`src/rtl/csh_pkg.sv`:
```
package csh_pkg;
  localparam int ADDR_W   = 64;
  localparam int IDX_W    = 6;
  localparam int SETS_W   = 7;
  localparam int LSZ_W    = 6;
  localparam int POL_W    = 3;
  localparam int HASH_TOP = 26;
  localparam int HASH_BITS = 5;

  typedef enum logic [POL_W-1:0] {
    POL_LINEAR  = 3'd0,
    POL_XORPERM = 3'd1,
    POL_POLY    = 3'd2,
    POL_LEGACY  = 3'd3,
    POL_CUSTOM  = 3'd4
  } policy_e;

  typedef struct packed {
    logic [IDX_W-1:0] index;
    logic             err;
  } idx_res_t;
endpackage

```
`src/rtl/csh_linear.sv`:
```
module csh_linear
  import csh_pkg::*;
#(
  parameter int AW = ADDR_W,
  parameter int IW = IDX_W,
  parameter int SW = SETS_W,
  parameter int LW = LSZ_W
) (
  input  logic [AW-1:0] addr,
  input  logic [SW-1:0] sets,
  input  logic [LW-1:0] line_log2,
  output logic [IW-1:0] index
);
  logic [AW-1:0] shifted;
  logic [SW-1:0] mask_full;

  always_comb begin
    shifted   = addr >> line_log2;
    mask_full = sets - SW'(1);
    index     = shifted[IW-1:0] & mask_full[IW-1:0];
  end
endmodule

```
`src/rtl/csh_poly.sv`:
```
module csh_poly
  import csh_pkg::*;
#(
  parameter int AW = ADDR_W,
  parameter int IW = IDX_W
) (
  input  logic [AW-1:0] addr,
  input  logic          wide,
  output logic [IW-1:0] index
);
  localparam int TW = HASH_TOP + 1;

  function automatic logic [TW-1:0] taps(input int b);
    logic [TW-1:0] m;
    m = '0;
    case (b)
      0: begin
        m[7]=1'b1; m[12]=1'b1; m[15]=1'b1; m[17]=1'b1; m[18]=1'b1;
        m[21]=1'b1; m[22]=1'b1; m[23]=1'b1; m[24]=1'b1; m[25]=1'b1;
      end
      1: begin
        m[8]=1'b1; m[13]=1'b1; m[16]=1'b1; m[18]=1'b1; m[19]=1'b1;
        m[22]=1'b1; m[23]=1'b1; m[24]=1'b1; m[25]=1'b1; m[26]=1'b1;
      end
      2: begin
        m[9]=1'b1; m[12]=1'b1; m[14]=1'b1; m[15]=1'b1; m[18]=1'b1;
        m[19]=1'b1; m[20]=1'b1; m[21]=1'b1; m[22]=1'b1; m[26]=1'b1;
      end
      3: begin
        m[10]=1'b1; m[13]=1'b1; m[15]=1'b1; m[16]=1'b1; m[19]=1'b1;
        m[20]=1'b1; m[21]=1'b1; m[22]=1'b1; m[23]=1'b1;
      end
      default: begin
        m[11]=1'b1; m[14]=1'b1; m[16]=1'b1; m[17]=1'b1; m[20]=1'b1;
        m[21]=1'b1; m[22]=1'b1; m[23]=1'b1; m[24]=1'b1;
      end
    endcase
    return m;
  endfunction

  logic [HASH_BITS-1:0] par;

  for (genvar b = 0; b < HASH_BITS; b++) begin : g_tree
    localparam logic [TW-1:0] MASK = taps(b);
    assign par[b] = ^(addr[TW-1:0] & MASK);
  end

  always_comb begin
    index = '0;
    index[HASH_BITS-1:0] = par;
    index[IW-1] = wide & addr[12];
  end
endmodule

```
`src/rtl/csh_select.sv`:
```
module csh_select
  import csh_pkg::*;
#(
  parameter int IW = IDX_W,
  parameter int SW = SETS_W
) (
  input  logic [POL_W-1:0] policy,
  input  logic [SW-1:0]    sets,
  input  logic [IW-1:0]    lin_index,
  input  logic [IW-1:0]    poly_index,
  output logic             wide,
  output idx_res_t         res
);
  logic sets32, sets64;

  always_comb begin
    sets32 = (sets == SW'(32));
    sets64 = (sets == SW'(64));
    wide   = sets64;
    res    = '0;
    case (policy)
      POL_LINEAR, POL_XORPERM, POL_LEGACY, POL_CUSTOM: begin
        res.index = lin_index;
      end
      POL_POLY: begin
        if (sets32 || sets64) res.index = poly_index;
        else                  res.err   = 1'b1;
      end
      default: res.err = 1'b1;
    endcase
  end

  always_comb begin
    if (!res.err && policy == POL_POLY)
      assert_poly_sets_R5: assert (sets32 || sets64);
    if (res.err)
      assert_err_zero_idx_R6: assert (res.index == '0);
  end
endmodule

```
`src/rtl/cache_set_hash.sv`:
```
module cache_set_hash
  import csh_pkg::*;
#(
  parameter int REG_OUT = 1
) (
  input  logic              clk,
  input  logic              rst_n,
  input  logic              in_valid,
  input  logic [ADDR_W-1:0] in_addr,
  input  logic [POL_W-1:0]  cfg_policy,
  input  logic [SETS_W-1:0] cfg_sets,
  input  logic [LSZ_W-1:0]  cfg_line_log2,
  output logic              out_valid,
  output logic [IDX_W-1:0]  out_index,
  output logic              out_err
);
  logic             rst_meta, rst_sync;
  logic [IDX_W-1:0] lin_idx, poly_idx;
  logic             wide;
  idx_res_t         comb_res;

  always_ff @(posedge clk or negedge rst_n) begin
    if (!rst_n) begin
      rst_meta <= 1'b0;
      rst_sync <= 1'b0;
    end else begin
      rst_meta <= 1'b1;
      rst_sync <= rst_meta;
    end
  end

  csh_linear u_lin (
    .addr(in_addr), .sets(cfg_sets), .line_log2(cfg_line_log2), .index(lin_idx)
  );

  csh_poly u_poly (
    .addr(in_addr), .wide(wide), .index(poly_idx)
  );

  csh_select u_sel (
    .policy(cfg_policy), .sets(cfg_sets), .lin_index(lin_idx),
    .poly_index(poly_idx), .wide(wide), .res(comb_res)
  );

  if (REG_OUT != 0) begin : g_reg
    logic     vld_q, vld_d;
    idx_res_t res_q, res_d;
    logic     res_en;

    always_comb begin
      res_en = in_valid;
      vld_d  = in_valid;
      res_d  = res_en ? comb_res : res_q;
    end

    always_ff @(posedge clk or negedge rst_sync) begin
      if (!rst_sync) begin
        vld_q <= 1'b0;
        res_q <= '0;
      end else begin
        vld_q <= vld_d;
        res_q <= res_d;
      end
    end

    assign out_valid = vld_q;
    assign out_index = res_q.index;
    assign out_err   = res_q.err;

    assert_valid_follows_R7: assert property (@(posedge clk) disable iff (!rst_sync)
      in_valid |=> out_valid);
    assert_idle_drops_R8: assert property (@(posedge clk) disable iff (!rst_sync)
      !in_valid |=> (!out_valid && $stable(out_index) && $stable(out_err)));
    assert_bad_policy_R6: assert property (@(posedge clk) disable iff (!rst_sync)
      (in_valid && cfg_policy > POL_CUSTOM) |=> (out_err && out_index == '0));
    assert_narrow_top_R4: assert property (@(posedge clk) disable iff (!rst_sync)
      (in_valid && cfg_policy == POL_POLY && cfg_sets == SETS_W'(32))
        |=> (!out_err && !out_index[IDX_W-1]));
    assert_wide_top_R4: assert property (@(posedge clk) disable iff (!rst_sync)
      (in_valid && cfg_policy == POL_POLY && cfg_sets == SETS_W'(64))
        |=> (out_index[IDX_W-1] == $past(in_addr[12])));
  end else begin : g_comb
    assign out_valid = in_valid;
    assign out_index = comb_res.index;
    assign out_err   = comb_res.err;
  end
endmodule

```
`config.mk`:
```
export PLATFORM = sky130hd
export DESIGN_NAME = cache_set_hash
export DESIGN_NICKNAME = d
export VERILOG_FILES = /design/src/rtl/csh_pkg.sv /design/src/rtl/csh_linear.sv /design/src/rtl/csh_poly.sv /design/src/rtl/csh_select.sv /design/src/rtl/cache_set_hash.sv
export SDC_FILE = /design/constraint.sdc
export NUM_CORES = 1
export LEC_CHECK = 0
export ABC_AREA = 1
export CORE_ASPECT_RATIO = 1.25
export CORE_MARGIN = 2
export CORE_UTILIZATION = 40
export DETAILED_ROUTE_END_ITERATION = 8
export GPL_TIMING_DRIVEN = 0
export PLACE_DENSITY = 0.66
export RECOVER_POWER = 100
export SYNTH_ARGS = -nofsm -noshare
export SYNTH_HDL_FRONTEND = slang
export SYNTH_SLANG_ARGS = --single-unit
```
`constraint.sdc`:
```
create_clock -name clk -period 0.8 [get_ports clk]
set_clock_uncertainty 0.1 [all_clocks]
set_input_delay 0.16 -clock clk [delete_from_list [all_inputs] [get_ports clk]]
set_output_delay 0.16 -clock clk [all_outputs]
set_load 0.02 [all_outputs]
```
==> impl_metrics.tcl <==
set metrics [dict create \
    synth_area_per_cell_um2 4.85 \
    antenna_cells 0 \
    hold_viol 0 \
    die_h_um 109 \
    routed_wl_um 19200 \
    dp_cells 937 \
    initial_core_util_pct 41.1 \
    dp_hpwl_um 12900 \
    ys_top_cells_by_count "nand2_1 (343), nand3_1 (186), nor2_1 (45)" \
    finalCriticalPeriod_ns 1.46 \
    grt_pass1_wl_um 27400 \
    ir_drop_v 0.000576 \
    htreeDepth 1 \
    place_area_um2 4670 \
    vias_per_cell 5.91 \
    period_share_pct 183 \
    cts.sinks 10 \
    cts-root-buf "clkbuf_8" \
    status "finished with violations" \
    timing.fmax_mhz 683 \
    first_pass_iters 6 \
    die_w_um 88.3 \
    core-area_um2 8650 \
    critical_path_required_ns 0.83 \
    vias 5748 \
    p_leak_uw 0.00312 \
    start_kind "input port" \
    worstRegToRegCells 4 \
    power_density_nw_per_um2 829 \
    r2r_start "out_err" \
    synth_edf_count 0 \
    maxCapViolations 0 \
    cts_tree "yes" \
    dieArea_um2 9670 \
    crit_type "input port to register" \
    ys_seq_area_share_pct 7.03 \
    place.gp.congestion 0.967 \
    synthDistinctLibCells 32 \
    portBuffers 83 \
    drive_gt1_share_pct 33.9 \
    grt_use_total_pct 37.1 \
    crit_path_end "out_index[3]" \
    final_nets 938 \
    yosys.area.top_type "nand2_1" \
    path_max_fanout 10 \
    cts.path.max_buffers 2 \
    ys_ff_latch 10 \
    tns_ns -5.84 \
    grt_max_degree 11 \
    worstMarginPinSlew_ns 0.540 \
    violations "setup timing" \
    worst_slack_ns -0.665 \
    ys.flop_type "dfrtp_1" \
    yosysMostFrequentCell "nand2_1" \
    final_core_utilization_pct 68.5 \
    synth_nets 818 \
    finalNonFillerCells 973 \
    grt_setup_unrepaired "true" \
    slew_headroom_pct 63.8 \
    worstPathArrival_ns 1.50 \
    rows 38 \
    startpoint "cfg_line_log2[1]" \
    setup_viol 15 \
    cp-end-kind "register" \
    rrSetupSlack_ns -0.18 \
    worstHoldPathType "register to asynchronous set/reset pin" \
    gr-total-overflow 0 \
    drcViolationCount 0 \
    areaGrowthSynthToFinish_pct 66.5 \
    rr_endpoint "out_err" \
    syn-cell-area_um2 3560 \
    io_pins 91 \
    stdcell_area_um2 5920 \
    synth_top_area_share_pct 36.2 \
    yosysWarnings 0 \
    worstSkewPairLatency_ns 0.24 \
    antenna_found_initial 0 \
    grt_pass1_vias 5613 \
    cts_inserted_buffers 3 \
    netlist_top_cells_area "nand2_1 (36%), nand3_1 (26%), dfrtp_1 (7.0%), nor2_1 (4.7%), inv_1 (3.8%)" \
    ant_nets 0 \
    wl_per_cell_um 19.7 \
    drv_slew 0 \
    clkTransAtPathRegs_ns 0.05 \
    async_flop_share_pct 100 \
    syn_inst 734 \
    drtIter0Drc 448 \
]
[power breakdown]
part,switching (µW),leakage (µW),internal (µW),total [µW]
combinational,2180,0.00297,1490,3670
sequential,38.7,0.000122,551,589
clock,220,0.0000288,434,654
[worst min-delay path by stage]
stage,endpoint,startpoint,slack [ns]
after detailed placement,out_err,rst_sync,0.04
after CTS,rst_meta,rst_n,-0.01
final,out_index[1],rst_sync,0.03
after floorplan,rst_meta,rst_n,-0.24
after global routing,rst_sync,rst_n,0.06
after global placement,out_index[5],rst_sync,0.03
[state kept, by name (all words and copies together) (netlist names)]
name       flops
rst_meta       1
out_err        1
rst_sync       1
out_valid      1
out_index      6
[per-layer routing]
| layer | track usage (%) | part of all wire, % | wire [µm] |
|---|---|---|---|
| met1 | 37.4 | 33 | 6350 |
| met2 | 66.9 | 48 | 9210 |
| met3 | 7.13 | 10 | 1950 |
| met4 | 26.5 | 8.8 | 1700 |
| met5 | 0 | 0 | 0 |
[cell type report]
class	instances	area, µm²
buffer	43	492
clock buffer	4	55.1
fill	800	2730
inverter	42	213
multi-input combinational	639	3610
sequential	10	250
tap	120	150
timing repair buffer	115	1150
[critical path, cell delays in order]
cell and delay [ns]:
buf_8 0.12, inv_4 0.06, buf_6 0.19, buf_6 0.19, nand3_1 0.11, nand3_1 0.10, nand3_1 0.12, nand3_2 0.11
nand3_1 0.14, nand3_2 0.14, a21oi_2 0.06
[cells in the final DEF, fill, tap and decap left out, types with 9 or more instances in the layout]
cell type / netlist / layout
a21oi_1: 12 / 10
buf_12: 0 / 10
buf_2: 20 / 9
buf_4: 5 / 24
buf_6: 12 / 23
clkbuf_2: 2 / 13
dfrtp_1: 10 / 10
dlygate4sd2_1: 0 / 45
inv_1: 36 / 30
nand2_1: 343 / 275
nand2_2: 1 / 58
nand2_4: 1 / 11
nand3_1: 186 / 119
nand3_2: 0 / 63
nor2_1: 45 / 33
nor2_2: 0 / 10
[timing repair]
item / 4_1_cts / 5_1_grt
gates cloned: 3 / 4
buffers inserted: 22 / 3
setup endpoints to repair: 15 / 15
endpoints found under the hold margin: 2 / 2
gates resized for setup: 280 / 123
pin swaps: 88 / 50
[stage by stage]
stage | total power, µW | hold WS [ns] | setup WS [ns]
3_5_place_dp | 3440 | 0.0370 | -1.40
6_report | 4910 | 0.0334 | -0.665
5_1_grt | 5180 | 0.0554 | -0.702
2_1_floorplan | 2330 | -0.236 | -0.485
4_1_cts | 4450 | -0.0150 | -0.606
3_3_place_gp | 3410 | 0.0280 | -1.38
[kinds of logic (layout without fill, tap and decap cells)]
logic type,count (synthesis),after routing,share of synthesized area (%)
flip-flops,10,10,7.03
adder cells (fa/ha/maj),1,1,0.352
buffers and inverters,85,204,12.8
XOR/XNOR,21,21,5.17
AND/OR/NAND/NOR,589,589,70.3
AO/OA/AOI/OAI,27,27,4.19
other,1,1,0.105
No activity file was read; power rests on OpenSTA's default activity.
